`config.mk`:
```
export PLATFORM = sky130hd
export DESIGN_NAME = trap_entry_unit
export DESIGN_NICKNAME = d
export VERILOG_FILES = /design/src/rtl/trap_entry_pkg.sv /design/src/rtl/trap_window_rot.sv /design/src/rtl/trap_state_pack.sv /design/src/rtl/trap_status_next.sv /design/src/rtl/trap_entry_unit.sv
export SDC_FILE = /design/constraint.sdc
export NUM_CORES = 1
export LEC_CHECK = 0
export CAP_MARGIN = 5
export CORE_AREA = 2 2 174 176
export DETAILED_ROUTE_END_ITERATION = 16
export DIE_AREA = 0 0 176 178
export PLACE_DENSITY_LB_ADDON = 0.08
export SLEW_MARGIN = 10
export SYNTH_ARGS = -nofsm -noshare
export SYNTH_HDL_FRONTEND = slang
export SYNTH_SLANG_ARGS = --single-unit
```
`constraint.sdc`:
```
create_clock -name clk -period 1.5 [get_ports clk]
set_input_delay 0.3 -clock clk [delete_from_list [all_inputs] [get_ports clk]]
set_output_delay 0.3 -clock clk [all_outputs]
set_load 0.01 [all_outputs]
```
`src/rtl/trap_entry_pkg.sv`:
```
package trap_entry_pkg;

    // Entry kind selected by trap_mode
    typedef enum logic [1:0] {
        MODE_PRIV  = 2'd0,
        MODE_HYPER = 2'd1,
        MODE_RED   = 2'd2,
        MODE_RSVD  = 2'd3
    } trap_mode_e;

    // Window pointer action chosen from the trap code
    typedef enum logic [1:0] {
        WROT_NONE  = 2'd0,
        WROT_INC   = 2'd1,
        WROT_SPILL = 2'd2,
        WROT_DEC   = 2'd3
    } wrot_e;

    // Controller states
    typedef enum logic {
        ST_IDLE = 1'b0,
        ST_DONE = 1'b1
    } entry_state_e;

    // Word widths fixed by the saved-state layout
    localparam int PS_W   = 13;
    localparam int HPS_W  = 12;
    localparam int GL_W   = 3;
    localparam int CCR_W  = 8;
    localparam int ASI_W  = 8;
    localparam int CWP_W  = 5;
    localparam int TS_W   = 64;

    // Processor state bit positions
    localparam int PS_IE   = 1;
    localparam int PS_PRIV = 2;
    localparam int PS_AM   = 3;
    localparam int PS_PEF  = 4;
    localparam int PS_TLE  = 8;
    localparam int PS_CLE  = 9;

    // Hyper-state bit positions
    localparam int HPS_TLZ   = 0;
    localparam int HPS_HPRIV = 2;
    localparam int HPS_RED   = 5;
    localparam int HPS_IBE   = 10;

    // Saved-state field offsets
    localparam int TS_CWP_LO = 0;
    localparam int TS_PS_LO  = 8;
    localparam int TS_ASI_LO = 24;
    localparam int TS_CCR_LO = 32;
    localparam int TS_GL_LO  = 40;

    // Trap code landmarks
    localparam logic [8:0] CODE_CLEAN = 9'h024;

endpackage

```
`src/rtl/trap_window_rot.sv`:
```
module trap_window_rot
    import trap_entry_pkg::*;
#(
    parameter int NWIN = 8,
    parameter int TT_W = 9
) (
    input  logic [TT_W-1:0]  code,
    input  logic [CWP_W-1:0] cwp,
    input  logic [CWP_W-1:0] cansave,
    output logic [CWP_W-1:0] next_cwp
);
    localparam int SUM_W = CWP_W + 2;

    wrot_e            kind;
    logic [SUM_W-1:0] sum;
    logic [SUM_W-1:0] wrapped;

    // Classify the trap code
    always_comb begin
        kind = WROT_NONE;
        if (code == TT_W'(CODE_CLEAN))
            kind = WROT_INC;
        else if (code[TT_W-1:6] == (TT_W-6)'(2))
            kind = WROT_SPILL;
        else if (code[TT_W-1:6] == (TT_W-6)'(3))
            kind = WROT_DEC;
    end

    // Raw sum before the wrap
    always_comb begin
        unique case (kind)
            WROT_INC:   sum = SUM_W'(cwp) + SUM_W'(1);
            WROT_SPILL: sum = SUM_W'(cwp) + SUM_W'(cansave) + SUM_W'(2);
            WROT_DEC:   sum = SUM_W'(cwp) + SUM_W'(NWIN - 1);
            default:    sum = SUM_W'(cwp);
        endcase
    end

    assign wrapped  = sum % SUM_W'(NWIN);
    assign next_cwp = (kind == WROT_NONE) ? cwp : wrapped[CWP_W-1:0];

endmodule

```
`src/rtl/trap_state_pack.sv`:
```
module trap_state_pack
    import trap_entry_pkg::*;
#(
    parameter int PC_W   = 64,
    parameter int MASK_W = 32
) (
    input  logic [GL_W-1:0]  gl,
    input  logic [CCR_W-1:0] ccr,
    input  logic [ASI_W-1:0] asi,
    input  logic [PS_W-1:0]  pstate,
    input  logic [CWP_W-1:0] cwp,
    input  logic [PC_W-1:0]  pc,
    input  logic [PC_W-1:0]  npc,
    output logic [TS_W-1:0]  tstate,
    output logic [PC_W-1:0]  tpc,
    output logic [PC_W-1:0]  tnpc
);
    localparam int HI_W = PC_W - MASK_W;

    // Pack the saved-state word
    always_comb begin
        tstate = '0;
        tstate[TS_GL_LO  +: GL_W]  = gl;
        tstate[TS_CCR_LO +: CCR_W] = ccr;
        tstate[TS_ASI_LO +: ASI_W] = asi;
        tstate[TS_PS_LO  +: PS_W]  = pstate;
        tstate[TS_CWP_LO +: CWP_W] = cwp;
    end

    // Address mask narrows the return addresses
    always_comb begin
        if (pstate[PS_AM]) begin
            tpc  = {{HI_W{1'b0}}, pc[MASK_W-1:0]};
            tnpc = {{HI_W{1'b0}}, npc[MASK_W-1:0]};
        end else begin
            tpc  = pc;
            tnpc = npc;
        end
    end

endmodule

```
`src/rtl/trap_status_next.sv`:
```
module trap_status_next
    import trap_entry_pkg::*;
#(
    parameter int GL_PRIV_MAX = 2,
    parameter int GL_HYP_MAX  = 3
) (
    input  trap_mode_e       mode,
    input  logic [PS_W-1:0]  pstate,
    input  logic [HPS_W-1:0] hpstate,
    input  logic [GL_W-1:0]  gl,
    output logic [PS_W-1:0]  next_pstate,
    output logic [HPS_W-1:0] next_hpstate,
    output logic [GL_W-1:0]  next_gl
);
    logic [GL_W-1:0] ceil;

    // Global level ceiling depends on the target
    assign ceil    = (mode == MODE_PRIV) ? GL_W'(GL_PRIV_MAX) : GL_W'(GL_HYP_MAX);
    assign next_gl = (gl >= ceil) ? ceil : gl + GL_W'(1);

    always_comb begin
        next_pstate  = pstate;
        next_hpstate = hpstate;
        unique case (mode)
            MODE_PRIV: begin
                next_pstate[PS_PEF]  = 1'b1;
                next_pstate[PS_AM]   = 1'b0;
                next_pstate[PS_IE]   = 1'b0;
                next_pstate[PS_PRIV] = 1'b1;
                next_pstate[PS_CLE]  = pstate[PS_TLE];
            end
            MODE_HYPER: begin
                next_pstate[PS_PEF]     = 1'b1;
                next_pstate[PS_AM]      = 1'b0;
                next_pstate[PS_IE]      = 1'b0;
                next_pstate[PS_CLE]     = 1'b0;
                next_hpstate[HPS_RED]   = 1'b0;
                next_hpstate[HPS_HPRIV] = 1'b1;
                next_hpstate[HPS_IBE]   = 1'b0;
            end
            MODE_RED: begin
                next_pstate             = '0;
                next_pstate[PS_PRIV]    = pstate[PS_PRIV];
                next_pstate[PS_PEF]     = 1'b1;
                next_hpstate[HPS_RED]   = 1'b1;
                next_hpstate[HPS_HPRIV] = 1'b1;
                next_hpstate[HPS_IBE]   = 1'b0;
                next_hpstate[HPS_TLZ]   = 1'b0;
            end
            default: begin
                next_pstate  = pstate;
                next_hpstate = hpstate;
            end
        endcase
    end

endmodule

```
`src/rtl/trap_entry_unit.sv`:
```
module trap_entry_unit
    import trap_entry_pkg::*;
#(
    parameter int NWIN        = 8,
    parameter int GL_PRIV_MAX = 2,
    parameter int GL_HYP_MAX  = 3,
    parameter int TL_W        = 3,
    parameter int TL_MAX      = 6,
    parameter int TT_W        = 9,
    parameter int PC_W        = 64,
    parameter int MASK_W      = 32
) (
    input  logic              clk,
    input  logic              rst_n,
    input  logic              trap_take,
    input  logic [1:0]        trap_mode,
    input  logic [TT_W-1:0]   trap_code,
    input  logic [PC_W-1:0]   cur_pc,
    input  logic [PC_W-1:0]   cur_npc,
    input  logic [7:0]        cur_ccr,
    input  logic [7:0]        cur_asi,
    input  logic [12:0]       cur_pstate,
    input  logic [11:0]       cur_hpstate,
    input  logic [4:0]        cur_cwp,
    input  logic [4:0]        cur_cansave,
    input  logic [2:0]        cur_gl,
    input  logic [TL_W-1:0]   cur_tl,
    output logic              entry_done,
    output logic [TL_W-1:0]   new_tl,
    output logic [TT_W-1:0]   new_tt,
    output logic [63:0]       saved_tstate,
    output logic [PC_W-1:0]   saved_tpc,
    output logic [PC_W-1:0]   saved_tnpc,
    output logic [11:0]       saved_htstate,
    output logic [2:0]        new_gl,
    output logic [12:0]       new_pstate,
    output logic [11:0]       new_hpstate,
    output logic [4:0]        new_cwp
);
    trap_mode_e       mode;
    logic             accept;
    entry_state_e     state_q, state_d;

    logic [TS_W-1:0]  ts_c;
    logic [PC_W-1:0]  tpc_c, tnpc_c;
    logic [PS_W-1:0]  ps_c;
    logic [HPS_W-1:0] hps_c;
    logic [GL_W-1:0]  gl_c;
    logic [CWP_W-1:0] cwp_c;
    logic [TL_W-1:0]  tl_c;

    assign mode   = trap_mode_e'(trap_mode);
    assign accept = trap_take && (mode != MODE_RSVD);
    assign tl_c   = (cur_tl >= TL_W'(TL_MAX)) ? TL_W'(TL_MAX) : cur_tl + TL_W'(1);

    trap_state_pack #(.PC_W(PC_W), .MASK_W(MASK_W)) u_pack (
        .gl     (cur_gl),
        .ccr    (cur_ccr),
        .asi    (cur_asi),
        .pstate (cur_pstate),
        .cwp    (cur_cwp),
        .pc     (cur_pc),
        .npc    (cur_npc),
        .tstate (ts_c),
        .tpc    (tpc_c),
        .tnpc   (tnpc_c)
    );

    trap_status_next #(.GL_PRIV_MAX(GL_PRIV_MAX), .GL_HYP_MAX(GL_HYP_MAX)) u_status (
        .mode         (mode),
        .pstate       (cur_pstate),
        .hpstate      (cur_hpstate),
        .gl           (cur_gl),
        .next_pstate  (ps_c),
        .next_hpstate (hps_c),
        .next_gl      (gl_c)
    );

    trap_window_rot #(.NWIN(NWIN), .TT_W(TT_W)) u_rot (
        .code     (trap_code),
        .cwp      (cur_cwp),
        .cansave  (cur_cansave),
        .next_cwp (cwp_c)
    );

    // Next-state logic
    always_comb begin
        state_d = state_q;
        unique case (state_q)
            ST_IDLE: state_d = accept ? ST_DONE : ST_IDLE;
            ST_DONE: state_d = accept ? ST_DONE : ST_IDLE;
            default: state_d = ST_IDLE;
        endcase
    end

    // State register
    always_ff @(posedge clk or negedge rst_n) begin
        if (!rst_n) state_q <= ST_IDLE;
        else        state_q <= state_d;
    end

    // Output decode
    always_comb begin
        entry_done = (state_q == ST_DONE);
    end

    // Architectural register commit
    always_ff @(posedge clk or negedge rst_n) begin
        if (!rst_n) begin
            new_tl        <= '0;
            new_tt        <= '0;
            saved_tstate  <= '0;
            saved_tpc     <= '0;
            saved_tnpc    <= '0;
            saved_htstate <= '0;
            new_gl        <= '0;
            new_pstate    <= '0;
            new_hpstate   <= '0;
            new_cwp       <= '0;
        end else if (accept) begin
            new_tl        <= tl_c;
            new_tt        <= trap_code;
            saved_tstate  <= ts_c;
            saved_tpc     <= tpc_c;
            saved_tnpc    <= tnpc_c;
            saved_htstate <= cur_hpstate;
            new_gl        <= gl_c;
            new_pstate    <= ps_c;
            new_hpstate   <= hps_c;
            new_cwp       <= cwp_c;
        end
    end

    AST_DONE_AFTER_TAKE: assert property (@(posedge clk) disable iff (!rst_n)
        (trap_take && trap_mode != 2'd3) |=> entry_done);
    AST_HOLD_WITHOUT_TAKE: assert property (@(posedge clk) disable iff (!rst_n)
        !trap_take |=> ($stable(saved_tstate) && $stable(new_cwp) && $stable(new_gl) && $stable(new_tl)));
    AST_RSVD_IGNORED: assert property (@(posedge clk) disable iff (!rst_n)
        (trap_take && trap_mode == 2'd3) |=> (!entry_done && $stable(new_pstate) && $stable(new_tt)));
    AST_PC_MASKED: assert property (@(posedge clk) disable iff (!rst_n)
        (entry_done && $past(cur_pstate[PS_AM])) |-> (saved_tpc[PC_W-1:MASK_W] == '0 && saved_tnpc[PC_W-1:MASK_W] == '0));
    AST_PRIV_GL_CEIL: assert property (@(posedge clk) disable iff (!rst_n)
        (entry_done && $past(trap_mode) == 2'd0) |-> (new_gl <= 3'(GL_PRIV_MAX)));
    AST_CWP_IN_RANGE: assert property (@(posedge clk) disable iff (!rst_n)
        (entry_done && $past(cur_cwp) < 5'(NWIN)) |-> (new_cwp < 5'(NWIN)));
    AST_HYPER_FLAGS: assert property (@(posedge clk) disable iff (!rst_n)
        (entry_done && $past(trap_mode) == 2'd1) |-> (new_hpstate[HPS_HPRIV] && !new_hpstate[HPS_RED] && !new_hpstate[HPS_IBE]));
    AST_RED_FLAGS: assert property (@(posedge clk) disable iff (!rst_n)
        (entry_done && $past(trap_mode) == 2'd2) |-> (new_hpstate[HPS_RED] && new_hpstate[HPS_HPRIV] && !new_hpstate[HPS_TLZ]));

endmodule

```
==> flow_summary.ini <==
[worst_setup_path]
worstSetupPathDepth = 1
cp-start-kind = flop
cp_cell_sequence = clkdlybuf4s15_1
arrival_ps = 1160
rrSetupSlack_ps = 450
reg2reg_to = new_cwp[2]
crit_path_max_fanout = 2
critPathKind = reg -> out
critPathTopFamily = flip-flops
crit_path_end_kind = output port
critPathSlowestCell = dfrtp_1
startpoint = saved_tstate[12]
critPathBufInv = 1
r2r-start = new_cwp[2]
crit_end = saved_tstate[12]
cpPeakStageDelay_ps = 400
crit_required_ps = 1200
r2r_cells = 4

[power]
p_leak_nw = 7.42
power_switching_mw = 4.48
power_frac_comb_pct = 20.6
sequentialPowerShare_pct = 42.0
ir_drop_uv = 752
clkPwrFrac_pct = 37.4
p_total_mw = 16.1
switching_share_pct = 27.8
power_density_nw_per_um2 = 1110
internal_power_mw = 11.7

[global_routing]
grt_pass1_wl_um = 46000
grt_usage_pct = 18.7
overflow = 0
grt_pass1_vias = 7945
grt_max_degree = 66
antenna_found_initial = 1

[clock_network]
cts-root-buf = clkbuf_16
cts_tree = built
clkTransAtPathRegs_ps = 60
htree_num_levels = 1
cts_buffers = 26
cts_sinks = 215
insertion_delay_ps = 520
clockBufferDepth = 3

[sta]
grt_setup_unrepaired = true
holdWs_ps = 123
fin_crit_sh_pct = 97.4
finalClockSkew_ps = 0
layout_min_cycle_time_ps = 1460
setup_tns_ps = 0
setup_viol = 0
slew_violations = 0
max_freq_ghz = 0.684
hold_viol_final = 0

[logic_synthesis]
netlist.area_leader.share_pct = 60.2
yosysTopAreaCell = dfrtp_1
synth.distinct_cells = 36
yosysWarnings = 0
netlist_area_um2 = 8940
yosys-top-cells-area = dfrtp_1, nand2_1, nand3b_1
ys_seq_area_share_pct = 60.2
ys_ff_latch = 215
syn_inst = 982
syn_avg_cell_area_um2 = 9.10

[routing]
wl_um = 30000
wl_per_cell_um = 16.3
vias = 7998
dr.max_layer_used = met4
via_per_inst = 4.33
ant_nets = 0
dr.pass1.iters = 5
drt_iter0_drc = 303
met1_length_um = 12400
wl_met2_um = 14400
drc = 0
wl_met3_um = 2670

[final_layout]
finalNonFillerCells = 1847
final_cell_mix = nand2_1, dfrtp_1, clkdlybuf4s50_1
utilization_pct = 49.5
final_common_cell = nand2_1
synthToLayoutAreaGrowth_pct = 62.8
drive_gt1_share_pct = 14.8
num-nets-final = 1645

[worst_hold_path]
min_from = trap_code[1]
hold_class = in -> reg

[placement]
gp_congestion = 0.786
io_buffers = 419
place_inst = 1792
hpwlAfterDp_um = 22100

[floorplanning]
core-area_um2 = 29400
io_pins = 449
die-area_um2 = 31300
die_w_um = 176
die_y_um = 178
std_cell_rows = 63
start_util_pct = 30.4

[outcome]
outcome = finished clean

[job]
max_cap_violations = 0
==> how the worst min path moves through the flow <==
stage	to	slack [ps]	cells after the start
6_report	new_tt[1]	120	3
4_1_cts	new_tt[1]	100	3
3_5_place_dp	saved_tnpc[43]	250	1
5_1_grt	new_tt[1]	130	3
3_3_place_gp	saved_tnpc[43]	240	1
2_1_floorplan	entry_done	4	0
==> tightest hold or removal path, cell delays in order <==
cell and delay (ps):
dlygate4sd2_1 210, nand2_1 50, nand2_1 40
==> timing repair <==
| item | CTS | global route |
|---|---|---|
| buffers inserted | 5 | 0 |
| pin swaps | 8 | 4 |
| hold buffers | 1 | 0 |
| endpoints found under the setup margin | 226 | 74 |
| hold endpoints to repair | 39 | 0 |
| gates resized for setup | 496 | 80 |
==> cell families after synthesis <==
family	count (synthesis)	share of synthesized area [%]
compound gates	30	2.17
xor+xnor	1	0.252
fa+ha+maj	10	1.48
buf+inv	99	5.63
flops	215	60.2
mux	3	0.350
other cells	1	0.0419
simple gates	623	29.9
==> Yosys cell counts <==
cell / instances
or3_1: 1
nor2_1: 5
dfrtp_1: 215
nand2_1: 528
o211a_1: 1
or4b_1: 1
o21ai_0: 3
mux2_1: 1
ha_1: 9
a32oi_1: 1
buf_1: 6
a21oi_1: 3
and3b_1: 1
nor4_1: 1
o21ai_1: 13
o21bai_1: 1
and2_1: 2
o211ai_1: 1
nand3_1: 2
nand2b_1: 4
fa_1: 1
o22a_1: 1
buf_4: 35
and2b_4: 1
or4_1: 1
a211oi_1: 3
clkbuf_1: 48
o31ai_2: 2
inv_1: 9
or4b_4: 1
nand3b_1: 75
conb_1: 1
mux2i_1: 2
o41ai_1: 1
xnor3_1: 1
inv_2: 1
==> final cells by class <==
| class | instances | area [um^2] |
|---|---|---|
| clock buffer | 40 | 774 |
| fill | 2834 | 14800 |
| clock inverter | 8 | 46.3 |
| multi-input combinational | 694 | 3220 |
| antenna | 1 | 2.50 |
| timing repair buffer | 489 | 4600 |
| sequential | 215 | 5380 |
| tap | 390 | 488 |
| inverter | 10 | 45.0 |
==> registers in the layout, indices dropped and copies added (netlist names) <==
| signal | flops |
|---|---|
| saved_htstate | 12 |
| entry_done | 1 |
| new_cwp | 5 |
| new_tt | 9 |
| new_tl | 3 |
| saved_tnpc | 64 |
| saved_tpc | 64 |
| new_hpstate | 4 |
| saved_tstate | 37 |
| new_pstate | 13 |
| new_gl | 3 |
==> per-layer routing <==
metal	track usage (%)	up-vias
met4	4.10	0
met2	31.9	301
li1	-	3921
met5	0	-
met3	6.16	38
met1	23.1	3738
==> power groups by stage <==
stage | Sequential, mW | Clock, mW | Combinational (mW)
CTS | 6.79 | 6.25 | 3.50
floorplan | 7.18 | 0 | 0.984
global placement | 6.86 | 0 | 3.80
detailed placement | 6.88 | 0 | 3.80
global route | 6.86 | 6.47 | 3.67
finish | 6.78 | 6.03 | 3.33
==> stage by stage <==
| step | worst slack, ps | instance area (um^2) |
|---|---|---|
| 2_1_floorplan | -204 | 9110 |
| 3_3_place_gp | -724 | 14000 |
| 3_5_place_dp | -717 | 14000 |
| 4_1_cts | 0.158 | 14900 |
| 5_1_grt | -8.81 | 14600 |
| 6_report | 39.0 | 14600 |
Power figures use the tool's default switching activity.
